$ cat src/rtl/tas_pkg.sv
// Shared widths and encodings for the timer access sequencer.
package tas_pkg;
    localparam int BYTE_W = 8;
    localparam int CNT_W  = 16;
    localparam int MODE_W = 3;

    // Byte access modes; the same encoding names a pending count capture.
    typedef enum logic [1:0] {
        ACC_LATCH = 2'd0,
        ACC_LO    = 2'd1,
        ACC_HI    = 2'd2,
        ACC_WORD  = 2'd3
    } acc_e;
endpackage

$ cat src/rtl/tas_cmd_decode.sv
// Command and strobe decoder.
// Turns one host strobe into per-channel requests: configuration write,
// count capture, status capture, data write and data read.
// Assumes strobes are single-cycle and never high together.
module tas_cmd_decode #(
    parameter int NCH = 3
) (
    input  logic [1:0]     addr,
    input  logic           wr_stb,
    input  logic           rd_stb,
    input  logic [7:0]     wr_data,
    output logic [NCH-1:0] cfg_we,
    output logic [NCH-1:0] cnt_req,
    output logic [NCH-1:0] sts_req,
    output logic [NCH-1:0] data_we,
    output logic [NCH-1:0] data_re
);
    localparam logic [1:0] CMD_ADDR = 2'd3;
    localparam logic [1:0] SEL_RB   = 2'd3;

    logic       cmd_hit;
    logic [1:0] sel;
    logic [1:0] acc;
    logic       is_rb;

    // Field split of the command byte.
    always_comb begin
        cmd_hit = wr_stb && (addr == CMD_ADDR);
        sel     = wr_data[7:6];
        acc     = wr_data[5:4];
        is_rb   = (sel == SEL_RB);
    end

    for (genvar n = 0; n < NCH; n++) begin : g_ch
        // Per-channel request generation.
        always_comb begin
            cfg_we[n]  = cmd_hit && !is_rb && (sel == 2'(n)) && (acc != 2'd0);
            cnt_req[n] = cmd_hit && ((!is_rb && (sel == 2'(n)) && (acc == 2'd0))
                                  || (is_rb && wr_data[n+1] && !wr_data[5]));
            sts_req[n] = cmd_hit && is_rb && wr_data[n+1] && !wr_data[4];
            data_we[n] = wr_stb && (addr == 2'(n));
            data_re[n] = rd_stb && (addr == 2'(n));
        end
    end
endmodule

$ cat src/rtl/tas_chan_port.sv
// Per-channel register port.
// Holds the channel's configuration, write and read byte pointers,
// captured count, and captured status. Produces the load strobe and
// value, and exposes the byte that a data read would return now.
// Assumes at most one request per cycle.
module tas_chan_port
    import tas_pkg::*;
(
    input  logic              clk,
    input  logic              rst_n,
    input  logic              cfg_we,
    input  logic [1:0]        cfg_acc,
    input  logic [MODE_W-1:0] cfg_mode,
    input  logic              cfg_bcd,
    input  logic              cnt_req,
    input  logic              sts_req,
    input  logic              data_we,
    input  logic              data_re,
    input  logic [BYTE_W-1:0] wbyte,
    input  logic [CNT_W-1:0]  live_count,
    input  logic              out_level,
    output logic              load_stb,
    output logic [CNT_W-1:0]  load_val,
    output logic [MODE_W-1:0] cnt_mode,
    output logic              bcd,
    output logic [BYTE_W-1:0] rd_byte
);
    acc_e              acc_q;
    logic [MODE_W-1:0] mode_q;
    logic              bcd_q;
    logic              wr_hi_q;
    logic              rd_hi_q;
    logic [BYTE_W-1:0] lo_hold_q;
    acc_e              cap_q;
    logic [CNT_W-1:0]  cap_val_q;
    logic              sts_pend_q;
    logic [BYTE_W-1:0] sts_q;
    logic              load_stb_q;
    logic [CNT_W-1:0]  load_val_q;

    // Read byte selection: status first, then captured count, then live count.
    always_comb begin
        if (sts_pend_q)
            rd_byte = sts_q;
        else if (cap_q != ACC_LATCH)
            rd_byte = (cap_q == ACC_HI) ? cap_val_q[15:8] : cap_val_q[7:0];
        else if ((acc_q == ACC_HI) || ((acc_q == ACC_WORD) && rd_hi_q))
            rd_byte = live_count[15:8];
        else
            rd_byte = live_count[7:0];
    end

    // Configuration and byte pointer registers.
    always_ff @(posedge clk) begin
        if (!rst_n) begin
            acc_q   <= ACC_WORD;
            mode_q  <= '0;
            bcd_q   <= 1'b0;
            wr_hi_q <= 1'b0;
            rd_hi_q <= 1'b0;
        end else if (cfg_we) begin
            acc_q   <= acc_e'(cfg_acc);
            mode_q  <= cfg_mode;
            bcd_q   <= cfg_bcd;
            wr_hi_q <= 1'b0;
            rd_hi_q <= 1'b0;
        end else begin
            if (data_we && (acc_q == ACC_WORD))
                wr_hi_q <= !wr_hi_q;
            if (data_re && !sts_pend_q && (cap_q == ACC_LATCH) && (acc_q == ACC_WORD))
                rd_hi_q <= !rd_hi_q;
        end
    end

    // Write sequencing and load strobe generation.
    always_ff @(posedge clk) begin
        if (!rst_n) begin
            lo_hold_q  <= '0;
            load_stb_q <= 1'b0;
            load_val_q <= '0;
        end else begin
            load_stb_q <= 1'b0;
            if (data_we) begin
                unique case (acc_q)
                    ACC_LO: begin
                        load_stb_q <= 1'b1;
                        load_val_q <= {8'h00, wbyte};
                    end
                    ACC_HI: begin
                        load_stb_q <= 1'b1;
                        load_val_q <= {wbyte, 8'h00};
                    end
                    ACC_WORD: begin
                        if (wr_hi_q) begin
                            load_stb_q <= 1'b1;
                            load_val_q <= {wbyte, lo_hold_q};
                        end else begin
                            lo_hold_q <= wbyte;
                        end
                    end
                    default: ;
                endcase
            end
        end
    end

    // Count capture: taken only when none is pending, released after its last byte.
    always_ff @(posedge clk) begin
        if (!rst_n) begin
            cap_q     <= ACC_LATCH;
            cap_val_q <= '0;
        end else if (cnt_req && (cap_q == ACC_LATCH)) begin
            cap_q     <= acc_q;
            cap_val_q <= live_count;
        end else if (data_re && !sts_pend_q && (cap_q != ACC_LATCH)) begin
            cap_q <= (cap_q == ACC_WORD) ? ACC_HI : ACC_LATCH;
        end
    end

    // Status capture: taken only when none is pending, cleared by one read.
    always_ff @(posedge clk) begin
        if (!rst_n) begin
            sts_pend_q <= 1'b0;
            sts_q      <= '0;
        end else if (sts_req && !sts_pend_q) begin
            sts_pend_q <= 1'b1;
            sts_q      <= {out_level, 1'b0, acc_q, mode_q, bcd_q};
        end else if (data_re) begin
            sts_pend_q <= 1'b0;
        end
    end

    assign load_stb = load_stb_q;
    assign load_val = load_val_q;
    assign cnt_mode = mode_q;
    assign bcd      = bcd_q;
endmodule

$ cat src/rtl/timer_access_seq.sv
// Top of the timer host access sequencer.
// Decodes host strobes, runs one register port per channel, and registers
// the selected read byte. Assumes NCH <= 3, because address 3 is the
// command register, and assumes read and write strobes are exclusive.
module timer_access_seq
    import tas_pkg::*;
#(
    parameter int NCH = 3
) (
    input  logic                  clk,
    input  logic                  rst_n,
    input  logic [1:0]            addr,
    input  logic                  wr_stb,
    input  logic                  rd_stb,
    input  logic [BYTE_W-1:0]     wr_data,
    output logic [BYTE_W-1:0]     rd_data,
    input  logic [NCH*CNT_W-1:0]  live_count,
    input  logic [NCH-1:0]        out_level,
    output logic [NCH-1:0]        load_stb,
    output logic [NCH*CNT_W-1:0]  load_val,
    output logic [NCH*MODE_W-1:0] cnt_mode,
    output logic [NCH-1:0]        bcd
);
    logic [NCH-1:0]    cfg_we;
    logic [NCH-1:0]    cnt_req;
    logic [NCH-1:0]    sts_req;
    logic [NCH-1:0]    data_we;
    logic [NCH-1:0]    data_re;
    logic [BYTE_W-1:0] rd_byte [NCH];
    logic [BYTE_W-1:0] sel_byte;
    logic [BYTE_W-1:0] rd_q;

    tas_cmd_decode #(.NCH(NCH)) u_dec (
        .addr    (addr),
        .wr_stb  (wr_stb),
        .rd_stb  (rd_stb),
        .wr_data (wr_data),
        .cfg_we  (cfg_we),
        .cnt_req (cnt_req),
        .sts_req (sts_req),
        .data_we (data_we),
        .data_re (data_re)
    );

    for (genvar n = 0; n < NCH; n++) begin : g_port
        tas_chan_port u_port (
            .clk        (clk),
            .rst_n      (rst_n),
            .cfg_we     (cfg_we[n]),
            .cfg_acc    (wr_data[5:4]),
            .cfg_mode   (wr_data[3:1]),
            .cfg_bcd    (wr_data[0]),
            .cnt_req    (cnt_req[n]),
            .sts_req    (sts_req[n]),
            .data_we    (data_we[n]),
            .data_re    (data_re[n]),
            .wbyte      (wr_data),
            .live_count (live_count[n*CNT_W +: CNT_W]),
            .out_level  (out_level[n]),
            .load_stb   (load_stb[n]),
            .load_val   (load_val[n*CNT_W +: CNT_W]),
            .cnt_mode   (cnt_mode[n*MODE_W +: MODE_W]),
            .bcd        (bcd[n]),
            .rd_byte    (rd_byte[n])
        );
    end

    // Channel read mux; the command address reads as zero.
    always_comb begin
        sel_byte = '0;
        for (int i = 0; i < NCH; i++)
            if (addr == 2'(i))
                sel_byte = rd_byte[i];
    end

    // Read data register, updated only on a read strobe.
    always_ff @(posedge clk) begin
        if (!rst_n)
            rd_q <= '0;
        else if (rd_stb)
            rd_q <= sel_byte;
    end

    assign rd_data = rd_q;
endmodule

$ cat config.mk
export PLATFORM = sky130hd
export DESIGN_NAME = timer_access_seq
export DESIGN_NICKNAME = d
export VERILOG_FILES = /design/src/rtl/tas_pkg.sv /design/src/rtl/tas_cmd_decode.sv /design/src/rtl/tas_chan_port.sv /design/src/rtl/timer_access_seq.sv
export SDC_FILE = /design/constraint.sdc
export NUM_CORES = 1
export LEC_CHECK = 0
export BUFFER_PORTS_ARGS = -buffer_cell sky130_fd_sc_hd__buf_4
export CAP_MARGIN = 15
export CORE_UTILIZATION = 57
export DETAILED_ROUTE_END_ITERATION = 10
export PLACE_DENSITY = 0.8
export SLEW_MARGIN = 20
export SYNTH_ARGS = -nofsm -noshare
export SYNTH_HDL_FRONTEND = slang
export SYNTH_SLANG_ARGS = --single-unit
$ cat constraint.sdc
create_clock -name clk -period 2.7 [get_ports clk]
set_input_delay 0.27 -clock clk [delete_from_list [all_inputs] [get_ports clk]]
set_output_delay 0.27 -clock clk [all_outputs]
set_load 0.05 [all_outputs]
# After elaboration in Yosys (flattened, before gate mapping)
# Index checks and enable logic that the tools add are counted.
# Widths: inputs -> output; s select.
dict set report op_classes {
  eq_ne 24
  mux 42
  bitwise 4
  reduce_logical 112
}
# operator n
set op_table {}
lappend op_table {{$pmux 16 s3} 3}
lappend op_table {{$mux 8} 15}
lappend op_table {{$logic_and 1x1->1} 60}
lappend op_table {{$mux 16} 3}
lappend op_table {{$eq 2x2->1 const B} 16}
lappend op_table {{$reduce_bool 2->1} 10}
lappend op_table {{$mux 2} 9}
lappend op_table {{$reduce_and 3->1} 6}
lappend op_table {{$logic_not 1->1} 12}
lappend op_table {{$logic_not 2->1} 6}
lappend op_table {{$reduce_or 2->1} 6}
lappend op_table {{$eq 2x1->1 const B} 5}
lappend op_table {{$mux 1} 9}
lappend op_table {{$reduce_bool 3->1} 3}
lappend op_table {{$logic_or 1x1->1} 6}
lappend op_table {{$ne 2x1->1 const B} 3}
lappend op_table {{$pmux 1 s2} 3}
lappend op_table {{$reduce_and 2->1} 3}
lappend op_table {{$not 1->1} 4}
dict set report totals {
  reg_bits 185
  inputBits 65
  output_inout_bits 71
  wordCells 219
}

# Longest topological paths before layout
# Gate-level depths: netlist (run 1).
dict set report logic_depth {
  word_depth 9
  depth_mapped 8
  mapped_depth_nobuf 7
}

# Modules after synthesis
# From an unflattened synthesis (run 1), not the netlist that was laid out.
dict set report hier_totals {
  cells_unflattened 1030
  area_unflattened_um2 8734.6
}
# module instances cells_per_inst area_each_um2 seq_area_each_um2
set modules_own_cells {}
lappend modules_own_cells {tas_chan_port 3 316 2701.3 1181.1}
lappend modules_own_cells {timer_access_seq 1 52 437.9 160.2}
lappend modules_own_cells {tas_cmd_decode 1 30 192.7 0.0}

# Least setup slack after synthesis (run 1)
# No wires, ideal clock.
dict set report synth_path {
  path_type {reg2reg}
  from {register g_port[1].u_port.acc_q[0]}
  to {register rd_q[2], in the netlist rd_data[2]}
  setup_ns 0.124
  arrival_time_ns 2.105
  required_ns 2.576
  setup_slack_ns 0.471
  path_stages_with_launch 9
  n_path_buf 1
  synth_period_minus_slack_ns 2.229
  path_cell_list {dfxtp_1 inv_1 ha_1 buf_2 a21oi_2 mux2_2 a211o_1 a311oi_1 nor4_1}
}
dict set report synth_between {
  elab_chain_len 8
  elab_cells_between_ends 9
  classes_between {eq/ne: 2; mux: 5; reduce/logical: 2}
}
# element line
set synth_lines {}
lappend synth_lines {{start, declared} tas_chan_port.sv:28} ;# acc_e acc_q;
lappend synth_lines {{start signal, assigned} tas_chan_port.sv:62} ;# acc_q <= acc_e'(cfg_acc);
lappend synth_lines {{$eq 2x2->1} tas_chan_port.sv:47} ;# else if ((acc_q == ACC_HI) || ((acc_q == ACC_WORD) && rd_hi_q))
lappend synth_lines {{$logic_and 1x1->1} tas_chan_port.sv:47}
lappend synth_lines {{$logic_or 1x1->1 *} tas_chan_port.sv:47}
lappend synth_lines {{$mux 8 *} tas_chan_port.sv:47}
lappend synth_lines {{$mux 8 *} tas_chan_port.sv:45} ;# else if (cap_q != ACC_LATCH)
lappend synth_lines {{$mux 8 *} tas_chan_port.sv:43} ;# if (sts_pend_q)
lappend synth_lines {{$mux 8 * (2 in a row)} timer_access_seq.sv:72} ;# if (addr == 2'(i))
lappend synth_lines {{end signal, assigned} timer_access_seq.sv:81} ;# rd_q <= sel_byte;
lappend synth_lines {{end, declared} timer_access_seq.sv:31} ;# logic [BYTE_W-1:0] rd_q;
# Every way passes the cells marked *; elsewhere a longest branch is shown, timed or not.
# A chain may end at the register's enable or synchronous reset.

# Worst setup path in the final report (run 1)
dict set report layout_path {
  from {register g_port[0].u_port.acc_q[0]}
  to {register rd_q[6], in the netlist rd_data[6]}
}
dict set report layout_between {
  elab_chain_len 9
  elab_cells_between_ends 10
  classes_between {eq/ne: 2; mux: 6; reduce/logical: 2}
}
# element line
set layout_lines {}
lappend layout_lines {{start, declared} tas_chan_port.sv:28}
lappend layout_lines {{start signal, assigned} tas_chan_port.sv:62}
lappend layout_lines {{$eq 2x2->1} tas_chan_port.sv:47}
lappend layout_lines {{$logic_and 1x1->1} tas_chan_port.sv:47}
lappend layout_lines {{$logic_or 1x1->1 *} tas_chan_port.sv:47}
lappend layout_lines {{$mux 8 *} tas_chan_port.sv:47}
lappend layout_lines {{$mux 8 *} tas_chan_port.sv:45}
lappend layout_lines {{$mux 8 *} tas_chan_port.sv:43}
lappend layout_lines {{$mux 8 * (3 in a row)} timer_access_seq.sv:72}
# Marked as above.

==> key figures, run 1 <==
Logic synthesis
  – Top FF cell, synth: dfxtp_1
  – Syn avg cell area: 8.689 µm²
  – EDFF count, synth: 0
  – Sequential area share after synthesis: roughly 44%
  – Synthesized area: 8472 µm²
  – Synth cell types: 57
  – Synth warn: 0
  – Post-synthesis cell count: 975
  – Syn Nets: 1052
  – FFs w/ async S/R, synth: 0%
  – FF+latch count, synth: 185

Timing
  – Setup TNS: 0 ps
  – Final WS setup: around 260 ps
  – Hold slack: about 76 ps
  – Crit path time final: 2441 ps
  – Fmax: about 400 MHz
  – Relative slew slack: 55.19%
  – Final cycle utilization of the critical path: between 90% and 100%
  – Clock Skews: roughly 5.9 ps
  – Final setup fails: 0
  – Fin. max-slew vios: 0
  – Slew @ Worst Pin: 672.1 ps
  – Hold Vio Cnt, Final: 0
  – RSZ-0062 raised after global routing: no

Finish
  – Synth-to-layout area growth: 19.24%
  – Layout Cells excl Fill: 1262
  – Seq. cell area: 3704 µm²
  – Antenna cells: 0
  – Final core occ: 69.51%
  – Multi-input gate area: around 4300 µm²
  – Fillers: 1214
  – Layout cells sized above 1: roughly 20%
  – Final instance area: 10100 µm²
  – Fin nets: roughly 1100

Floorplanning
  – Die area: 15350 µm²
  – Chip width: 123.9 µm
  – Boundary Pins: 136
  – Cell Rows: 44
  – Initial Util: approximately 60%
  – DIE HEIGHT: 123.9 µm
  – Core Region: 14530 µm²

Place
  – Placement Cell Area: between 9000 and 10000 µm²
  – Placement Setup Slack: around 300 ps
  – Post-placement cell count: between 1000 and 1500
  – Port bufs: 135
  – RePlAce Congestion: around 0.97
  – HPWL after DPL: 14.85 mm

Setup path
  – Worst path max stage delay: 410 ps
  – Cell Chain, Critical Path: inv_1 -> ha_1 -> a21oi_4 -> mux2_2 -> a222oi_1 -> a2bb2oi_1 -> o22ai_1
  – FF-to-FF path depth: 7
  – R2R Path Start: g_port[0].u_port.acc_q[0]
  – Crit path max fanout: 10
  – Nature of the critical path endpoint: flop
  – Crit Path Class: reg2reg
  – Startpoint types: flop
  – Worst EP arrival: 2760 ps
  – Reg2reg end: rd_data[6]
  – R2R Setup Slk: 260 ps
  – Worst path slowest cell: dfxtp_1
  – Worst path bufs/invs: 1
  – Worst path required time: 3020 ps
  – Delay-heaviest family, CP: compound AO/OA/AOI/OAI gates

Min path
  – Hold_sp: out_level[1]
  – Worst hold path type: in2reg
  – Hold path depth: 3
  – Hold Crit Endpoint: g_port[1].u_port.sts_q[7]

Power and ir drop
  – Clk pwr share: 42.6%
  – Switching share of power: 25.22%
  – Gate power share: 9.8%
  – Cell Pwr Density: about 600 nW/µm²
  – Total power: 5.907 mW
  – Leak: a little under 4 nW
  – Register share of total power: 47.6%
  – Sw power: 1.490 mW
  – Internal: 4.417 mW
  – Maximum vdd drop: 0.4206 mV

GRT
  – GRT overflow: 0
  – Global-route usage over all layers: 29.79%
  – First-pass GRT wire length: approximately 35 mm
  – Initial antenna violation count: 0
  – Largest net degree at the start of global routing: 155
  – Vias in the first global route: 6878

Run
  – Max cap viols: 0

Clock network
  – Setup Buffers After CTS: 0
  – CTS root buf: clkbuf_16
  – Clock Sinks: 185
  – CTS tree: yes
  – CTS Buf Count: 17
  – Post-cts repair resize count: 0
  – H-tree Lvls: 4
  – CTS Hold Bufs: 0
  – Longest Clk Path Bufs: 2
  – Clk slew on worst S/H paths: 70 ps
  – Skew-Pair Late Insertion Delay: 430 ps

Drt
  – DRT iter0 DRCs: 689
  – Final WL: 22.33 mm
  – DRT antenna net count: 0
  – Drt pass-1 iters: 5
  – Via Count: ~7500
  – DRC: 0
  – Via/cell ratio: just under 6
  – Routed len/inst: about 18 µm

Status
  – Outcome: completed
[area by class of cell]
cell class / instances / area share (%)
tap: 184 / 2.279
timing repair buffer: 157 / 11.79
clock inverter: 12 / 1.387
sequential: 185 / 36.66
clock buffer: 20 / 4.521
multi-input combinational: 690 / 42.82
inverter: 14 / 0.5450
[cells in the final DEF (no fill, tap or decap), types with 6 or more instances in the layout]
cell type,count
nand2_1,88
mux2i_1,114
clkbuf_16,17
a211oi_1,30
nor2_1,149
nand2b_1,11
a22oi_1,16
nor3_1,28
o211ai_1,6
a221o_1,6
ha_1,12
buf_4,156
inv_1,13
dfxtp_1,185
a21oi_1,58
nor3b_1,28
nor2b_1,6
o21ai_0,31
nand3_1,31
[worst max-delay path by stage]
stage	slack [ps]	from	endpoint	depth (start not counted)
global placement	400	g_port[0].u_port.acc_q[0]	rd_data[6]	7
CTS	280	g_port[0].u_port.acc_q[0]	rd_data[6]	7
finish	260	g_port[0].u_port.acc_q[0]	rd_data[6]	7
floorplan	470	g_port[1].u_port.acc_q[0]	rd_data[2]	8
global route	90	g_port[0].u_port.acc_q[0]	rd_data[6]	7
detailed placement	300	g_port[0].u_port.acc_q[0]	rd_data[6]	7
[synth_stat cells, types with 4 or more instances]
cell type	number	area, µm²
a21oi_1	58	290.3
or2_2	4	25.02
dfxtp_1	185	3704
buf_1	4	15.01
nor4_1	7	43.79
o211ai_1	6	45.04
o22ai_1	4	25.02
or3_1	5	31.28
o2111ai_1	4	35.03
inv_1	13	48.80
buf_2	11	55.05
nor2_1	149	559.3
nand3_1	31	155.2
nand2b_1	11	68.82
o21ai_0	31	155.2
buf_4	15	112.6
mux2_2	5	56.30
a2111oi_0	4	35.03
ha_1	12	150.1
nor2b_1	6	37.54
clkbuf_1	53	198.9
nor3_1	28	140.1
nand2_1	88	330.3
nor3b_1	28	210.2
a22oi_1	16	120.1
nand3b_1	4	30.03
a211oi_1	30	225.2
mux2i_1	114	1141
a221o_1	6	60.06
[worst register-to-register path, cell delays in order, from the launching register on]
cell and delay (ps):
dfxtp_1 410, inv_1 110, ha_1 350, a21oi_4 380, mux2_2 380, a222oi_1 360
a2bb2oi_1 250, o22ai_1 90
[per-layer routing]
layer,up-vias,GRT usage (%),share of wire [%]
li1,3575,-,-
met1,3565,37.78,43
met2,269,48.92,47
met3,51,7.051,6.6
met4,0,11.53,2.9
met5,-,0,0
[logic make-up (layout without fill, tap and decap cells)]
family                   after synthesis  after routing  synth area share, %
AND/OR/NAND/NOR                      373            373                20.53
flip-flops                           185            185                43.72
AO/OA/AOI/OAI                        182            182                13.99
multiplexers                         119            119                14.13
buffers and inverters                100            203                5.450
adder cells (fa/ha/maj)               12             12                1.772
XOR/XNOR                               4              4               0.4136
[power groups by stage]
stage	sequential [mW]	clock, mW	combinational (mW)
after detailed placement	2.87	0	0.571
after global routing	2.81	2.66	0.620
after global placement	2.87	0	0.565
after floorplan	2.93	0	0.294
after CTS	2.81	2.54	0.574
final	2.81	2.52	0.580
[flip-flops by register name, indices dropped and copies added (netlist names)]
register,count
g_port.u_port.cap_val_q,48
g_port.u_port.acc_q,6
g_port.u_port.sts_q,21
g_port.u_port.load_val,48
rd_data,8
g_port.u_port.rd_hi_q,3
g_port.u_port.lo_hold_q,24
g_port.u_port.cap_q,6
g_port.u_port.cnt_mode,9
g_port.u_port.sts_pend_q,3
g_port.u_port.bcd,3
g_port.u_port.load_stb,3
g_port.u_port.wr_hi_q,3
Note: power is estimated with default switching activity, not from simulation.
==> run 2, diff against run 1 <==
SYNTH_HIERARCHICAL = 1   (was not set)
==> key figures, run 2 <==
Status
  – Outcome: completed

Logic synthesis
  – Syn Nets: 1104
  – FF+latch count, synth: 185
  – Synthesized area: about 8700 µm²
  – Post-synthesis cell count: 1030
  – Synth warn: 6
  – Synth cell types: 43
  – Syn avg cell area: 8.480 µm²
  – Largest area contributor in the netlist: dfxtp_1
  – Sequential area share after synthesis: 42.40%
  – Synth top area share: a little over two fifths
  – FFs w/ async S/R, synth: 0%
  – EDFF count, synth: 0
  – Top FF cell, synth: dfxtp_1
  – Main area contributors after synthesis: dfxtp_1, a21oi_1, mux2i_1
  – Top-count cell post-synth: dfxtp_1
  – Synth cell count leaders: dfxtp_1, a21oi_1, nand2_1, mux2i_1, nor2_1

GRT
  – Vias in the first global route: 7257
  – Global-route usage over all layers: 29.68%
  – Initial antenna violation count: 0
  – Largest net degree at the start of global routing: 56
  – First-pass GRT wire length: 37.10 mm
  – GRT overflow: 0

Setup path
  – Worst path max stage delay: ~500 ps
  – Worst path slowest cell: o41ai_1
  – Startpoint types: flop
  – Worst path required time: 3060 ps
  – Nature of the critical path endpoint: flop
  – Delay-heaviest family, CP: compound AO/OA/AOI/OAI gates
  – Worst path bufs/invs: 1
  – Cell Chain, Critical Path: inv_1 -> ha_1 -> a21oi_2 -> mux2i_1 -> o41ai_1 -> mux2i_1 -> or2_1 -> a31oi_1
  – Crit path max fanout: 10
  – Worst EP arrival: 2780 ps
  – Crit Path Class: reg2reg
  – CP most frequent cell: mux2i_1

Timing
  – Fin. max-slew vios: 0
  – RSZ-0062 raised after global routing: no
  – Final cycle utilization of the critical path: 89.84%
  – Slew @ Worst Pin: 907.9 ps
  – Final setup fails: 0
  – Relative slew slack: 39.38%
  – Crit path time final: between 2000 and 2500 ps
  – Setup TNS: 0 ps
  – Final WS setup: 274.3 ps
  – Hold Vio Cnt, Final: 0
  – Fmax: between 400 and 500 MHz
  – Clock Skews: 8.564 ps

Power and ir drop
  – Maximum vdd drop: 0.4711 mV
  – Leak: 4.163 nW
  – Total power: between 6 and 7 mW
  – Cell Pwr Density: 598.3 nW/µm²

Finish
  – Fillers: 1150
  – Layout Cells excl Fill: roughly 1300
  – Commonest non-fill, non-tap cell in the layout: dfxtp_1
  – Most frequent cells in the layout: dfxtp_1, buf_4, a21oi_1
  – Antenna cells: 0
  – Synth-to-layout area growth: 18.54%
  – Fin nets: around 1200
  – Layout cells sized above 1: 18.13%
  – Final core occ: a little over two thirds

Clock network
  – Longest Clk Path Bufs: 2
  – Skew-Pair Late Insertion Delay: 440 ps
  – Post-cts repair resize count: 0
  – CTS root buf: clkbuf_16
  – Clock Sinks: 185
  – CTS Hold Bufs: 0
  – Setup Buffers After CTS: 0
  – CTS Buf Count: 17
  – CTS tree: yes
  – Clk slew on worst S/H paths: 60 ps
  – H-tree Lvls: 4

Floorplanning
  – Chip width: 125.8 µm
  – Boundary Pins: around 140
  – Die area: 15820 µm²
  – Cell Rows: 44
  – Core Region: 14750 µm²
  – Initial Util: 59.20%
  – DIE HEIGHT: 125.8 µm

Place
  – Placement Setup Slack: 389.5 ps
  – RePlAce Congestion: 0.8546
  – Post-placement cell count: 1289
  – HPWL after DPL: around 16 mm
  – Port bufs: 135

Drt
  – Drt pass-1 iters: 6
  – DRC: 0
  – Final WL: roughly 23 mm
  – Via/cell ratio: 6.082
  – DRT antenna net count: 0
  – DRT iter0 DRCs: around 660
  – Via Count: 8028
  – Routed len/inst: 17.76 µm

Run
  – Max cap viols: 0

Min path
  – Worst hold path type: in2reg
run 2: changes by cell type in the layout (fill, tap and decap cells not counted), moves of 19 or more:
cell	delta
nor2_1	-82
a21oi_1	+80
mux2i_1	-46
nand2_1	+37
inv_1	+25
a32oi_1	+24
nand3b_1	+24
nand4_1	+23
a221oi_1	+20
and2b_1	+20
nor3_1	-19
run 2: power breakdown:
group	internal (mW)	total [mW]	leakage, nW	switching (mW)
Clock	1.69	2.75	0.310	1.05
Combinational	0.236	0.638	2.36	0.402
Sequential	2.78	2.81	1.50	0.0353
Total	4.71	6.19	4.16	1.49
run 2: worst paths after layout:
path	from	end	slack (ps)	depth (start not counted)
worst max-delay path	g_port[0].u_port/acc_q[0]	rd_data[6]	270	8
worst min-delay path	out_level[1]	g_port[1].u_port/sts_q[7]	70	3
worst max register to register	g_port[0].u_port/acc_q[0]	rd_data[6]	270	8
worst min register to register	g_port[2].u_port/cap_val_q[10]	g_port[2].u_port/cap_val_q[10]	450	2
run 2: per-layer routing:
metal | vias to the layer above | GRT usage (%) | routed length, µm
met5 | - | 0 | 0
met4 | 0 | 11.41 | 555
met3 | 46 | 5.692 | 1816
met2 | 357 | 48.24 | 11060
met1 | 3787 | 39.11 | 10020
li1 | 3838 | - | -
run 2: cell type report:
cell class	count	area [µm²]	share of cell area, %
multi-input combinational	720	4420	42.69
sequential	185	3704	35.77
timing repair buffer	159	1194	11.53
clock buffer	21	460.4	4.447
tap	184	230.2	2.224
clock inverter	10	191.4	1.849
inverter	41	153.9	1.486
run 2: cell families after synthesis:
family,after synthesis,synth area share [%]
and+or+nand+nor,371,22.20
AOI/OAI and AO/OA,272,19.32
DFF,185,42.40
buffers and inverters,125,6.990
muxes,68,7.793
adders and majority gates,9,1.289
run 2: tightest hold or removal path: stages:
cell and delay, ps:
buf_4 80, mux2i_1 50, nor2_1 70
run 2: per-stage QoR:
step	instance area (µm²)	hold WS (ps)
finish	10350	71.02
global route	10350	82.42
CTS	10350	60.46
detailed placement	9702	445.0
global placement	9702	437.8
floorplan	8735	368.6
==> run 3, diff against run 2 <==
--- a/config.mk
+++ b/config.mk
@@ -8,4 +8,5 @@
 export BUFFER_PORTS_ARGS = -buffer_cell sky130_fd_sc_hd__buf_4
 export CAP_MARGIN = 15
+export CORE_MARGIN = 2
 export CORE_UTILIZATION = 57
 export DETAILED_ROUTE_END_ITERATION = 10
==> constraint.sdc (replaced) <==
create_clock -name clk -period 2.7 [get_ports clk]
set_input_delay 0.135 -clock clk [delete_from_list [all_inputs] [get_ports clk]]
set_output_delay 0.135 -clock clk [all_outputs]
set_load 0.05 [all_outputs]
==> key figures, run 3 (synthesized netlist as in run 2, its figures left out) <==
Finish
  – Commonest non-fill, non-tap cell in the layout: dfxtp_1
  – Synth-to-layout area growth: 23.76%
  – Fin nets: about 1200
  – Antenna cells: 0
  – Layout cells sized above 1: 17.44%
  – Layout Cells excl Fill: 1375
  – Final core occ: between 70% and 80%
  – Most frequent cells in the layout: dfxtp_1, buf_4, a21oi_1
  – Multi-input gate area: 4420 µm²
  – Seq. cell area: approximately 3700 µm²
  – Fillers: 1184

Setup path
  – Cell Chain, Critical Path: inv_1 -> ha_1 -> a21oi_2 -> mux2i_1 -> o41ai_1 -> mux2i_1 -> or2_1 -> a31oi_1
  – Worst EP arrival: ~2700 ps
  – Crit Path Class: reg2reg
  – Worst path required time: 3070 ps
  – Startpoint types: flop
  – Crit path max fanout: 10
  – Worst path max stage delay: ~450 ps
  – CP most frequent cell: mux2i_1
  – Worst path slowest cell: o41ai_1
  – Nature of the critical path endpoint: flop

Drt
  – DRC: 0
  – DRT iter0 DRCs: 896
  – Routed len/inst: 17.67 µm
  – Final WL: 24.30 mm
  – Drt pass-1 iters: 7
  – Via Count: ~8000
  – DRT antenna net count: 0
  – Via/cell ratio: 5.945

GRT
  – Largest net degree at the start of global routing: 56
  – Global-route usage over all layers: 29.56%
  – Vias in the first global route: 7367
  – GRT overflow: 0
  – Initial antenna violation count: 0
  – First-pass GRT wire length: 38.12 mm

Place
  – Post-placement cell count: 1292
  – Port bufs: 135
  – HPWL after DPL: 15.59 mm
  – RePlAce Congestion: 0.9048

Power and ir drop
  – Cell Pwr Density: 559.8 nW/µm²
  – Leak: 4.349 nW
  – Total power: 6.051 mW
  – Maximum vdd drop: 0.4817 mV

Floorplanning
  – Cell Rows: between 40 and 50
  – DIE HEIGHT: roughly 130 µm
  – Core Region: approximately 15000 µm²
  – Boundary Pins: 136
  – Initial Util: 57.89%
  – Chip width: approximately 130 µm
  – Die area: ~16000 µm²

Timing
  – Final setup fails: 0
  – Clock Skews: 6.248 ps
  – Fmax: about 430 MHz
  – Hold slack: 22.43 ps
  – Fin. max-slew vios: 0
  – Hold Vio Cnt, Final: 0
  – Relative slew slack: between 30 and 40%
  – Setup TNS: 0 ps
  – Crit path time final: 2341 ps
  – RSZ-0062 raised after global routing: no
  – Slew @ Worst Pin: 911.4 ps
  – Final cycle utilization of the critical path: about 87%

Status
  – Outcome: completed

Run
  – Max cap viols: 0

Min path
  – Worst hold path type: in2reg

Clock network
  – Clock Sinks: ~190
  – CTS Buf Count: 17
  – H-tree Lvls: 4
  – Longest Clk Path Bufs: 2
  – Post-cts repair resize count: 0
  – Clk slew on worst S/H paths: approximately 70 ps
  – Skew-Pair Late Insertion Delay: 440 ps
  – CTS root buf: clkbuf_16
  – CTS tree: yes
-- run 3: cell types whose count changed in the layout (fill, tap and decap cells not counted) --
cell and delta:
buf_4 -1, bufinv_16 -2, clkbuf_1 -1, clkbuf_8 -2, clkinv_2 +3, clkinv_4 +1, clkinvlp_4 +1, dlygate4sd3_1 +51
inv_6 +1
-- run 3: worst paths after layout --
| path | startpoint | endpoint | slack [ps] | cells past startpoint |
|---|---|---|---|---|
| hold reg to reg | g_port[2].u_port/cap_val_q[11] | g_port[2].u_port/cap_val_q[11] | 450 | 2 |
| setup / recovery | g_port[0].u_port/acc_q[0] | rd_data[6] | 360 | 8 |
| hold / removal | rd_stb | rd_data[6] | 20 | 2 |
| setup reg to reg | g_port[0].u_port/acc_q[0] | rd_data[6] | 360 | 8 |
-- run 3: final cells by class --
cell class,instances,area share [%]
repair buffers,209,15.69
clock inverters,14,1.586
multi-input cells,720,40.89
flip-flops and latches,185,34.26
well taps,188,2.176
clock buffers,18,3.970
inverters,41,1.424
-- run 3: power by group --
group	internal, mW	total (mW)	switching (mW)
clock	1.46	2.54	1.09
combinational	0.282	0.695	0.413
sequential	2.78	2.81	0.0361
-- run 3: stage by stage --
stage / setup slack, ps / instance area, µm²
finish: 359.3 / 10810
global route: 169.6 / 10810
CTS: 346.6 / 10810
detailed placement: 359.8 / 9699
global placement: 431.8 / 9699
floorplan: 825.2 / 8735
-- run 3: worst max-delay path: cells and delay by family (launching register included) --
family / cells / cell delay (ps)
buffers and inverters: 1 / 90
DFF: 1 / 370
adders and majority gates: 1 / 320
and+or+nand+nor: 1 / 240
AOI/OAI and AO/OA: 3 / 940
muxes: 2 / 300
-- run 3: per-layer routing --
layer / part of all wire (%) / global-route usage [%] / routed length [µm]
met1: 43 / 38.69 / 10410
met2: 47 / 48.07 / 11440
met3: 7.4 / 7.012 / 1799
met4: 2.7 / 10.28 / 653
met5: 0 / 0 / 0
-- run 3: what timing repair did --
item | in CTS | in global routing
hold buffers | 51 | 0
buffers inserted | 0 | 0
endpoints found under the hold margin | 51 | 0
